$ cat config.mk
export PLATFORM = sky130hd
export DESIGN_NAME = serial_nvm_slave
export DESIGN_NICKNAME = d
export VERILOG_FILES = /design/src/rtl/nvm_pkg.sv /design/src/rtl/nvm_in_sync.sv /design/src/rtl/nvm_prog_timer.sv /design/src/rtl/nvm_array.sv /design/src/rtl/nvm_cmd_fsm.sv /design/src/rtl/serial_nvm_slave.sv
export SDC_FILE = /design/constraint.sdc
export NUM_CORES = 2
export LEC_CHECK = 0
export BUFFER_PORTS_ARGS = -buffer_cell sky130_fd_sc_hd__buf_2
export CORE_UTILIZATION = 30
export CTS_BUF_LIST = sky130_fd_sc_hd__clkbuf_4
export CTS_CLUSTER_DIAMETER = 30
export DETAILED_ROUTE_END_ITERATION = 8
export REMOVE_ABC_BUFFERS = 1
export SYNTH_ARGS = -nofsm -noshare
export SYNTH_HDL_FRONTEND = slang
export SYNTH_SLANG_ARGS = --single-unit
$ cat constraint.sdc
create_clock -name clk -period 3.02 [get_ports clk]
set_clock_uncertainty 0.05 [all_clocks]
set_input_delay 0 -clock clk [delete_from_list [all_inputs] [get_ports clk]]
set_output_delay 0 -clock clk [all_outputs]
set_load 0.01 [all_outputs]
$ cat src/rtl/nvm_pkg.sv
// Shared types for the serial EEPROM model: decoder states and command codes.
package nvm_pkg;

    typedef enum logic [2:0] {
        S_IDLE,   // deselected or waiting for a fresh chip-select rise
        S_START,  // waiting for the start bit
        S_OPC,    // collecting the 2-bit opcode
        S_ADR,    // collecting the address field
        S_DAT,    // collecting write data
        S_RD,     // shifting read data out
        S_STAT,   // presenting busy/ready
        S_DONE    // frame finished, ignore until deselect
    } fsm_state_t;

    localparam logic [1:0] OPC_SPECIAL = 2'b00;
    localparam logic [1:0] OPC_WRITE   = 2'b01;
    localparam logic [1:0] OPC_READ    = 2'b10;
    localparam logic [1:0] OPC_ERASE   = 2'b11;

    localparam logic [1:0] SUB_DISABLE = 2'b00;
    localparam logic [1:0] SUB_FILL    = 2'b01;
    localparam logic [1:0] SUB_CLEAR   = 2'b10;
    localparam logic [1:0] SUB_ENABLE  = 2'b11;

endpackage

$ cat src/rtl/nvm_in_sync.sv
// Input conditioner: brings chip select, shift clock and data into the system
// clock domain with two flops each, then flags chip-select and shift-clock rises.
// Assumes each serial level lasts at least three system clocks.
module nvm_in_sync (
    input  logic clk,
    input  logic rst_n,
    input  logic cs_i,
    input  logic sk_i,
    input  logic di_i,
    output logic cs_lvl_o,
    output logic cs_rise_o,
    output logic sk_rise_o,
    output logic di_lvl_o
);

    logic [2:0] meta_q;
    logic [2:0] sync_q;
    logic       cs_prev_q;
    logic       sk_prev_q;

    // Two-stage synchronizer plus previous-value flops for edge detection.
    always_ff @(posedge clk) begin
        if (!rst_n) begin
            meta_q    <= '0;
            sync_q    <= '0;
            cs_prev_q <= 1'b0;
            sk_prev_q <= 1'b0;
        end else begin
            meta_q    <= {cs_i, sk_i, di_i};
            sync_q    <= meta_q;
            cs_prev_q <= sync_q[2];
            sk_prev_q <= sync_q[1];
        end
    end

    assign cs_lvl_o  = sync_q[2];
    assign cs_rise_o = sync_q[2] & ~cs_prev_q;
    assign sk_rise_o = sync_q[1] & ~sk_prev_q;
    assign di_lvl_o  = sync_q[0];

endmodule

$ cat src/rtl/nvm_prog_timer.sv
// Self-timed programming interval: a start pulse loads a down-counter and the
// block reports busy until it reaches zero. Assumes start never arrives while busy.
module nvm_prog_timer #(
    parameter int CYCLES = 400
) (
    input  logic clk,
    input  logic rst_n,
    input  logic start_i,
    output logic busy_o
);

    localparam int CW = $clog2(CYCLES + 1);

    logic [CW-1:0] left_q;

    // Load on start, otherwise count down to zero.
    always_ff @(posedge clk) begin
        if (!rst_n) begin
            left_q <= '0;
        end else if (start_i) begin
            left_q <= CW'(CYCLES);
        end else if (left_q != '0) begin
            left_q <= left_q - CW'(1);
        end
    end

    assign busy_o = (left_q != '0);

endmodule

$ cat src/rtl/nvm_array.sv
// Register-file storage: WORDS entries of WIDE_W bits, with byte access in
// narrow mode (odd byte = upper half). One write port that can hit a single
// location or every location; one combinational read port.
module nvm_array #(
    parameter int WIDE_W = 16,
    parameter int WORDS  = 64,
    parameter int WAW    = 6
) (
    input  logic              clk,
    input  logic              rst_n,
    input  logic              wr_i,
    input  logic              wr_all_i,
    input  logic              wide_i,
    input  logic [WAW:0]      wr_addr_i,
    input  logic [WIDE_W-1:0] wr_data_i,
    input  logic [WAW:0]      rd_addr_i,
    output logic [WIDE_W-1:0] rd_data_o
);

    localparam int HALF = WIDE_W / 2;

    logic [WIDE_W-1:0] words [WORDS];
    logic [WAW-1:0]    wr_word;
    logic [WAW-1:0]    rd_word;
    logic [WIDE_W-1:0] fill_pat;
    logic [WIDE_W-1:0] rd_sel;

    assign wr_word  = wide_i ? wr_addr_i[WAW-1:0] : wr_addr_i[WAW:1];
    assign fill_pat = wide_i ? wr_data_i : {2{wr_data_i[HALF-1:0]}};

    for (genvar i = 0; i < WORDS; i++) begin : g_word
        logic [WIDE_W-1:0] word_q;

        // One storage word: reset to ones, full or half update on a hit.
        always_ff @(posedge clk) begin
            if (!rst_n) begin
                word_q <= '1;
            end else if (wr_i && (wr_all_i || wr_word == WAW'(i))) begin
                if (wr_all_i || wide_i) begin
                    word_q <= fill_pat;
                end else if (wr_addr_i[0]) begin
                    word_q[WIDE_W-1:HALF] <= wr_data_i[HALF-1:0];
                end else begin
                    word_q[HALF-1:0] <= wr_data_i[HALF-1:0];
                end
            end
        end

        assign words[i] = word_q;
    end

    assign rd_word = wide_i ? rd_addr_i[WAW-1:0] : rd_addr_i[WAW:1];
    assign rd_sel  = words[rd_word];

    // Narrow reads return the selected byte left-aligned for MSB-first shifting.
    always_comb begin
        if (wide_i) begin
            rd_data_o = rd_sel;
        end else if (rd_addr_i[0]) begin
            rd_data_o = {rd_sel[WIDE_W-1:HALF], {HALF{1'b0}}};
        end else begin
            rd_data_o = {rd_sel[HALF-1:0], {HALF{1'b0}}};
        end
    end

endmodule

$ cat src/rtl/nvm_cmd_fsm.sv
// Frame decoder and output shifter. Consumes conditioned chip-select and
// shift-clock events, decodes start bit, opcode, address and data, keeps the
// programming-enable latch, issues programming requests and drives the serial
// output (read data or busy/ready). Assumes the width input is static per frame.
module nvm_cmd_fsm
    import nvm_pkg::*;
#(
    parameter int WIDE_W = 16,
    parameter int WAW    = 6
) (
    input  logic              clk,
    input  logic              rst_n,
    input  logic              cs_lvl_i,
    input  logic              cs_rise_i,
    input  logic              sk_rise_i,
    input  logic              di_i,
    input  logic              wide_i,
    input  logic              busy_i,
    input  logic [WIDE_W-1:0] rd_data_i,
    output logic [WAW:0]      rd_addr_o,
    output logic              prog_start_o,
    output logic              prog_all_o,
    output logic [WAW:0]      prog_addr_o,
    output logic [WIDE_W-1:0] prog_data_o,
    output logic              wen_o,
    output logic              sdo_o,
    output logic              sdo_oe_o,
    output logic              st_read_o,
    output logic              st_status_o
);

    localparam int NAW  = WAW + 1;
    localparam int HALF = WIDE_W / 2;
    localparam int CW   = $clog2(WIDE_W + 1);

    fsm_state_t        state_q;
    logic [CW-1:0]     cnt_q;
    logic [1:0]        op_q;
    logic [NAW-1:0]    addr_q;
    logic [WIDE_W-1:0] din_q;
    logic [WIDE_W-1:0] dout_q;
    logic              sdo_q;
    logic              wen_q;
    logic              start_q;
    logic              all_q;
    logic [WIDE_W-1:0] pdata_q;

    logic [NAW-1:0]    addr_next;
    logic [WIDE_W-1:0] din_next;
    logic [1:0]        sub_cmd;
    logic [CW-1:0]     adr_last;
    logic [CW-1:0]     dat_last;
    logic [CW-1:0]     dat_len;

    assign addr_next = {addr_q[NAW-2:0], di_i};
    assign din_next  = {din_q[WIDE_W-2:0], di_i};
    assign sub_cmd   = wide_i ? addr_next[WAW-1 -: 2] : addr_next[WAW -: 2];
    assign adr_last  = wide_i ? CW'(WAW - 1) : CW'(WAW);
    assign dat_last  = wide_i ? CW'(WIDE_W - 1) : CW'(HALF - 1);
    assign dat_len   = wide_i ? CW'(WIDE_W) : CW'(HALF);

    // Frame sequencing, enable latch and programming-request generation.
    always_ff @(posedge clk) begin
        if (!rst_n) begin
            state_q <= S_IDLE;
            cnt_q   <= '0;
            op_q    <= '0;
            addr_q  <= '0;
            din_q   <= '0;
            dout_q  <= '0;
            sdo_q   <= 1'b0;
            wen_q   <= 1'b0;
            start_q <= 1'b0;
            all_q   <= 1'b0;
            pdata_q <= '0;
        end else begin
            start_q <= 1'b0;
            if (!cs_lvl_i) begin
                state_q <= S_IDLE;
            end else if (cs_rise_i) begin
                state_q <= busy_i ? S_STAT : S_START;
            end else if (sk_rise_i) begin
                case (state_q)
                    S_START: begin
                        if (di_i) begin
                            state_q <= S_OPC;
                            cnt_q   <= '0;
                        end
                    end
                    S_OPC: begin
                        op_q <= {op_q[0], di_i};
                        if (cnt_q == CW'(1)) begin
                            state_q <= S_ADR;
                            cnt_q   <= '0;
                        end else begin
                            cnt_q <= cnt_q + CW'(1);
                        end
                    end
                    S_ADR: begin
                        addr_q <= addr_next;
                        if (cnt_q == adr_last) begin
                            cnt_q <= '0;
                            case (op_q)
                                OPC_READ: begin
                                    state_q <= S_RD;
                                    sdo_q   <= 1'b0;
                                    dout_q  <= rd_data_i;
                                end
                                OPC_WRITE: state_q <= S_DAT;
                                OPC_ERASE: begin
                                    state_q <= S_DONE;
                                    start_q <= wen_q;
                                    all_q   <= 1'b0;
                                    pdata_q <= '1;
                                end
                                default: begin
                                    state_q <= S_DONE;
                                    case (sub_cmd)
                                        SUB_ENABLE:  wen_q <= 1'b1;
                                        SUB_DISABLE: wen_q <= 1'b0;
                                        SUB_CLEAR: begin
                                            start_q <= wen_q;
                                            all_q   <= 1'b1;
                                            pdata_q <= '1;
                                        end
                                        default: state_q <= S_DAT;
                                    endcase
                                end
                            endcase
                        end else begin
                            cnt_q <= cnt_q + CW'(1);
                        end
                    end
                    S_DAT: begin
                        din_q <= din_next;
                        if (cnt_q == dat_last) begin
                            state_q <= S_DONE;
                            start_q <= wen_q;
                            all_q   <= (op_q == OPC_SPECIAL);
                            pdata_q <= din_next;
                        end else begin
                            cnt_q <= cnt_q + CW'(1);
                        end
                    end
                    S_RD: begin
                        if (cnt_q == dat_len) begin
                            state_q <= S_DONE;
                        end else begin
                            sdo_q  <= dout_q[WIDE_W-1];
                            dout_q <= {dout_q[WIDE_W-2:0], 1'b0};
                            cnt_q  <= cnt_q + CW'(1);
                        end
                    end
                    default: ;
                endcase
            end
        end
    end

    assign rd_addr_o    = addr_next;
    assign prog_start_o = start_q;
    assign prog_all_o   = all_q;
    assign prog_addr_o  = addr_q;
    assign prog_data_o  = pdata_q;
    assign wen_o        = wen_q;
    assign st_read_o    = (state_q == S_RD);
    assign st_status_o  = (state_q == S_STAT);
    assign sdo_oe_o     = st_read_o | st_status_o;
    assign sdo_o        = st_status_o ? ~busy_i : sdo_q;

endmodule

$ cat src/rtl/serial_nvm_slave.sv
// Top of the three-wire serial EEPROM model: input conditioner, frame decoder,
// programming timer and storage array. The width select is assumed static.
module serial_nvm_slave #(
    parameter int MEM_BITS    = 1024,
    parameter int WIDE_W      = 16,
    parameter int PROG_CYCLES = 400
) (
    input  logic clk,
    input  logic rst_n,
    input  logic cs_i,
    input  logic sk_i,
    input  logic di_i,
    input  logic wide_i,
    output logic sdo_o,
    output logic sdo_oe_o
);

    localparam int WORDS = MEM_BITS / WIDE_W;
    localparam int WAW   = $clog2(WORDS);

    logic              cs_lvl;
    logic              cs_rise;
    logic              sk_rise;
    logic              di_lvl;
    logic              busy;
    logic              prog_start;
    logic              prog_all;
    logic              wen;
    logic              st_read;
    logic              st_status;
    logic [WAW:0]      rd_addr;
    logic [WAW:0]      prog_addr;
    logic [WIDE_W-1:0] rd_data;
    logic [WIDE_W-1:0] prog_data;

    nvm_in_sync u_sync (
        .clk       (clk),
        .rst_n     (rst_n),
        .cs_i      (cs_i),
        .sk_i      (sk_i),
        .di_i      (di_i),
        .cs_lvl_o  (cs_lvl),
        .cs_rise_o (cs_rise),
        .sk_rise_o (sk_rise),
        .di_lvl_o  (di_lvl)
    );

    nvm_cmd_fsm #(.WIDE_W(WIDE_W), .WAW(WAW)) u_fsm (
        .clk          (clk),
        .rst_n        (rst_n),
        .cs_lvl_i     (cs_lvl),
        .cs_rise_i    (cs_rise),
        .sk_rise_i    (sk_rise),
        .di_i         (di_lvl),
        .wide_i       (wide_i),
        .busy_i       (busy),
        .rd_data_i    (rd_data),
        .rd_addr_o    (rd_addr),
        .prog_start_o (prog_start),
        .prog_all_o   (prog_all),
        .prog_addr_o  (prog_addr),
        .prog_data_o  (prog_data),
        .wen_o        (wen),
        .sdo_o        (sdo_o),
        .sdo_oe_o     (sdo_oe_o),
        .st_read_o    (st_read),
        .st_status_o  (st_status)
    );

    nvm_prog_timer #(.CYCLES(PROG_CYCLES)) u_timer (
        .clk     (clk),
        .rst_n   (rst_n),
        .start_i (prog_start),
        .busy_o  (busy)
    );

    nvm_array #(.WIDE_W(WIDE_W), .WORDS(WORDS), .WAW(WAW)) u_array (
        .clk       (clk),
        .rst_n     (rst_n),
        .wr_i      (prog_start),
        .wr_all_i  (prog_all),
        .wide_i    (wide_i),
        .wr_addr_i (prog_addr),
        .wr_data_i (prog_data),
        .rd_addr_i (rd_addr),
        .rd_data_o (rd_data)
    );

endmodule

# [Word level (Yosys, flattened, before mapping)]
# Index checks and enable logic that the tools add are counted.
[word_totals] regBits=1109 inputBits=6 output_inout_bits=2 elab_cells=594
[classes] n_addsub=2 n_lt_le_gt_ge=1 n_eq_ne=92 n_mux=59 bitwise=12 n_reduce_logical=283
[op_table] op="AND reduction 2 bit" n=129
[op_table] op="equality test 6 bit (second input constant)" n=32
[op_table] op="2-to-1 mux 16 bit" n=12
[op_table] op="binary-select mux 16 bit (select 6 bit)" n=1
[op_table] op="equality test 6 x 5 -> 1 bit (second input constant)" n=16
[op_table] op="one-hot mux 16 bit (2 select lines)" n=3
[op_table] op="logical OR 1 bit" n=65
[op_table] op="logical AND 1 bit" n=64
[op_table] op="equality test 6 x 4 -> 1 bit (second input constant)" n=8
[op_table] op="2-to-1 mux 5 bit" n=6
[op_table] op="AND reduction 7 bit" n=4
[op_table] op="one-hot mux 5 bit (5 select lines)" n=1
[op_table] op="equality test 6 x 3 -> 1 bit (second input constant)" n=4
[op_table] op="2-to-1 mux 3 bit" n=8
[op_table] op="2-to-1 mux 9 bit" n=2
[op_table] op="2-to-1 mux 8 bit" n=2
[op_table] op="equality test 5 bit" n=3
[op_table] op="one-hot mux 3 bit (5 select lines)" n=1
[op_table] op="equality test 6 x 2 -> 1 bit (second input constant)" n=2
[op_table] op="2-to-1 mux 6 bit" n=2
[op_table] op="one-hot mux 1 bit (2 select lines)" n=6
[op_table] op="AND reduction 4 bit" n=3
[op_table] op="nonzero test 2 bit" n=6
[op_table] op="2-to-1 mux 1 bit" n=10
[op_table] op="30 further kinds" n=59

# [Longest topological paths before layout]
[logic_depth] word_depth=10 ltp_mapped=13

# [Hierarchy]
# A second synthesis with hierarchy kept.
[hier_totals] cells_unflattened=5633 area_unflattened_um2=49057.0
[by_module_without_submodules] mod="nvm_array" instances=1 cells_per_inst=5175 area_per_inst_um2=45018.2 seq_area_each_um2=20499.7
[by_module_without_submodules] mod="nvm_cmd_fsm" instances=1 cells_per_inst=392 area_per_inst_um2=3344.5 seq_area_each_um2=1361.3
[by_module_without_submodules] mod="nvm_prog_timer" instances=1 cells_per_inst=48 area_per_inst_um2=471.7 seq_area_each_um2=180.2
[by_module_without_submodules] mod="nvm_in_sync" instances=1 cells_per_inst=18 area_per_inst_um2=222.7 seq_area_each_um2=160.2

# [Least setup slack after synthesis]
# OpenSTA, ideal clock, no wires.
[synth_path] path_type="flip-flop to flip-flop" startpoint="register u_fsm.addr_q[0] (netlist: u_fsm.prog_addr_o[0])" endpoint="register u_fsm.dout_q[11]" setup_time_ns=0.120 arrival_ns=2.183 required_time_ns=2.850 path_slack_ns=0.667 stages_incl_launch_ff=13 n_path_buf=5 synth_period_minus_slack_ns=2.353 cell_sequence="dfxtp_1 > buf_2 > mux2_2 > nand2_1 > buf_2 > buf_2 > buf_2 > buf_1 > o22ai_1 > o21ai_0 > a41oi_1 > nor3_1 > a21oi_1"
[synth_between] elab_chain_cells=10
[synth_lines] element="start: declaration" line="nvm_cmd_fsm.sv:39" text="logic [NAW-1:0] addr_q;"
[synth_lines] element="start signal: assignment" line="nvm_cmd_fsm.sv:100" text="addr_q <= addr_next;"
[synth_lines] element="2-to-1 mux 6 bit *" line="nvm_array.sv:52" text="assign rd_word = wide_i ? rd_addr_i[WAW-1:0] : rd_addr_i[WAW:1];"
[synth_lines] element="NOT 6 -> 7 bit (implied by the code) *" line="nvm_array.sv:53" text="assign rd_sel = words[rd_word];"
[synth_lines] element="binary-select mux 16 bit (select 6 bit) *" line="nvm_array.sv:53"
[synth_lines] element="2-to-1 mux 16 bit (implied by the code) * (2 in series)" line="nvm_array.sv:53"
[synth_lines] element="2-to-1 mux 16 bit" line="nvm_array.sv:59" text="end else if (rd_addr_i[0]) begin"
[synth_lines] element="2-to-1 mux 16 bit *" line="nvm_array.sv:57" text="if (wide_i) begin"
[synth_lines] element="2-to-1 mux 16 bit *" line="nvm_cmd_fsm.sv:103" text="case (op_q)"
[synth_lines] element="2-to-1 mux 16 bit *" line="nvm_cmd_fsm.sv:101" text="if (cnt_q == adr_last) begin"
[synth_lines] element="one-hot mux 16 bit (2 select lines) *" line="nvm_cmd_fsm.sv:83" text="case (state_q)"
[synth_lines] element="end signal: assignment" line="nvm_cmd_fsm.sv:107" text="dout_q <= rd_data_i;"
[synth_lines] element="end signal: assignment" line="nvm_cmd_fsm.sv:150" text="dout_q <= {dout_q[WIDE_W-2:0], 1'b0};"
[synth_lines] element="end: declaration" line="nvm_cmd_fsm.sv:41" text="logic [WIDE_W-1:0] dout_q;"
# Every way passes the cells marked *; elsewhere a longest branch is shown, timed or not. The select of a mux whose other input is x is not followed.
# A chain may end at the register's enable or synchronous reset.

# [Worst setup path after layout]
[layout_path] startpoint="register u_fsm.addr_q[0] (netlist: u_fsm.prog_addr_o[0])" endpoint="register u_fsm.dout_q[9]"
# Same word-level chain as after synthesis.

==> results.yml <==
die:
  rows: 147
  die_w_um: 405
  coreArea_um2: 161000
  start_util_pct: 30.2
  fp.dieH_um: 405
  die_area_um2: 164000
  pin_count: 8
global_route:
  first_global_vias: 40700
  track_usage_pct: 18.4
  gr-total-overflow: 0
  grt_max_degree: 147
  grt_antenna_before_repair: 5
  grt_pass1_wl_mm: 238
clock_network:
  cts_buffer_depth: 4
  cts_tree: "yes"
  cts_buffers: 326
  root_buffer: "clkbuf_4"
  clk_latency_ns: 1.29
  clkSinkCount: 1109
  path_clk_slew_ns: 0.06
  h-tree-depth: 5
cells_and_area:
  final_common_cell: "nand2_1"
  final_util_pct: 34.5
  final_cell_mix: "1609 x nand2_1, 1099 x dfxtp_1, 568 x mux2i_1"
  nets: 5826
  syn_to_final_growth_pct: 14.2
  drive_above_1_share_pct: 13.0
synth:
  synth_edf_count: 0
  syn_inst: 5823
  ys_ff_latch: 1109
  yosysSeqAreaShare_pct: 45.7
  syn-cell-area_um2: 48600
  synth_ff_type: "dfxtp_1"
  synth_area_leaders: "dfxtp_1 46%, nand2_1 12%, mux2i_1 12%"
  avgSynthCellArea_um2: 8.35
  synth.top_cell.area_share_pct: 45.7
  synth_top_cell_by_area: "dfxtp_1"
  synth-async-reset-ratio_pct: 0
  yosysUniqueCellTypes: 58
  yosys_warnings: 0
routing:
  route.detailed.drc: 0
  wl_per_cell_um: 19.0
  vias: 43200
  ant_nets: 0
  drt-total-wl_mm: 155
  drtPass1Iterations: 6
  drt_iter0_markers: 4091
  routed_via_density: 5.28
sta:
  slew_viol_final: 0
  period_share_pct: 98.5
  max_freq_ghz: 0.336
  period_minus_slack_ns: 2.97
  relSlewSlack_pct: 25.3
  rsz0062_at_grt: "true"
  setup_viol: 0
  worst_pin_slew_ns: 1.12
  final_hold_viol_count: 0
  setup_slack_ns: 0.0452
critical_path:
  worstPathMaxFanout: 34
  cp.arrival_ns: 4.01
  cpMostUsedCell: "buf_4"
  critPathCaptureType: "flop"
  required_ns: 4.05
  worst-setup-path-type: "flop to flop"
  worst_setup_path_start_kind: "flop"
  path_delay_family: "compound AO/OA/AOI/OAI gates"
  crit_chain: "mux2_2, nand2_4, buf_12, buf_4, o22ai_1, o21ai_0, buf_4, a41oi_1, nor3_1, a21oi_1"
  slowest_delay_ns: 0.40
  path_buf_inv: 3
  critPathSlowestCell: "nor3_1"
run:
  maxCapViolations: 0
power:
  vdd_drop_max_v: 0.000356
  swShare_pct: 23.9
  p_seq_share_pct: 50.8
  p_clk_share_pct: 46.2
  p_comb_share_pct: 3.0
  p_leak_nw: 25.5
  p_int_w: 0.0220
  pwr_density_cell_nw_per_um2: 522
  switchingPower_w: 0.00691
placed_design:
  place_congestion: 0.881
  place_ws_ns: -0.196
  io_buffers: 7
  dpl.hpwl_mm: 97.1
status:
  status: "completed"
min_path:
  hp-class: "input port to flop"
## through the flow
stage	hold slack, ns	setup TNS [ns]	power [W]	instance area [um2]	instances
2_1_floorplan	0.0119	-718.95	0.0155	46000	5226
3_3_place_gp	0.163	-0.265	0.0159	51300	7618
3_5_place_dp	0.161	-0.700	0.0159	51300	7618
4_1_cts	0.0542	0	0.0293	55300	8167
5_1_grt	0.187	-0.0327	0.0302	55500	8182
6_report	0.163	0	0.0290	55500	8184
## registers in the layout (all words and copies together) (netlist names), 2 cells and up
name	cells
u_fsm.prog_data_o	16
u_fsm.prog_addr_o	7
u_fsm.op_q	2
u_array.g_word.word_q	1024
u_sync.meta_q	3
u_fsm.din_q	15
u_fsm.state_q	3
u_fsm.dout_q	16
u_sync.sync_q	3
u_fsm.cnt_q	5
u_timer.left_q	9
## power groups by stage
stage	clock, W	combinational, W	sequential [W]
3_5_place_dp	0	0.000833	0.0150
6_report	0.0134	0.000877	0.0147
5_1_grt	0.0145	0.000942	0.0147
2_1_floorplan	0	0.000464	0.0150
3_3_place_gp	0	0.000829	0.0150
4_1_cts	0.0137	0.000865	0.0147
## kinds of logic after synthesis
| logic type | synth area share (%) |
|---|---|
| xor+xnor | 0.216 |
| buf+inv | 5.42 |
| simple gates | 21.1 |
| compound gates | 15.3 |
| flops | 45.7 |
| mux | 12.0 |
| fa+ha+maj | 0.283 |
## final timing paths
check | start | to | slack (ns) | depth (start not counted)
max | u_fsm.prog_addr_o[0]$_SDFFE_PN0P_ | u_fsm.dout_q[9]$_SDFFE_PN0P_ | 0.05 | 10
min | wide_i | u_fsm.wen_o$_SDFFE_PN0P_ | 0.16 | 7
max reg2reg | u_fsm.prog_addr_o[0]$_SDFFE_PN0P_ | u_fsm.dout_q[9]$_SDFFE_PN0P_ | 0.05 | 10
min reg2reg | u_sync.sync_q[1]$_SDFF_PN0_ | u_sync.sk_prev_q$_SDFF_PN0_ | 0.40 | 1
## area by class of cell
type | count | area [um2]
clock inverters | 70 | 303
well taps | 2160 | 2700
fillers | 16600 | 105000
inverters | 9 | 33.8
repair buffers | 255 | 2700
flip-flops and latches | 1109 | 22200
clock buffers | 461 | 3460
multi-input cells | 4108 | 24000
diodes | 12 | 30.0
## synthesized netlist by cell type (all sizes together), types with 2 or more instances
library cell / number
nand2: 1612
nor3: 12
xnor2: 6
nor2b: 13
nor2: 108
nand2b: 120
a21oi: 55
a31o: 6
buf: 111
mux2i: 579
o211a: 22
nor3b: 3
o22a: 2
clkbuf: 486
xor2: 6
or3: 15
and4: 9
nor4: 3
and3: 3
a21boi: 18
dfxtp: 1109
nand3: 459
o21ai: 140
ha: 11
nand3b: 2
o31a: 2
o31ai: 2
and2: 21
mux2: 3
inv: 9
o22ai: 248
a211oi: 3
or4: 7
nand4: 20
o21bai: 4
o211ai: 522
a31oi: 56
a41oi: 8
## worst min-delay path: cells and delay by family
kind / cells / cell delay, ns
compound gates: 1 / 0.08
buf+inv: 3 / 0.93
simple gates: 3 / 0.36
## metal layers
| layer | vias to the layer above | track usage, % | part of all wire [%] |
|---|---|---|---|
| met5 | - | 0 | 0.0084 |
| met1 | 20600 | 24.3 | 43 |
| met4 | 2 | 8.29 | 3.7 |
| li1 | 20500 | - | - |
| met3 | 384 | 2.94 | 6.9 |
| met2 | 1705 | 29.3 | 46 |
## timing repair
item                                    4_1_cts  5_1_grt
endpoints found under the hold margin      1109        0
hold buffers                                 14        0
gates cloned                                  0        1
resized for setup                            10       23
pin swaps                                     0        1
buffers inserted                              4        4
endpoints found under the setup margin       10       51
Power figures use the tool's default switching activity.
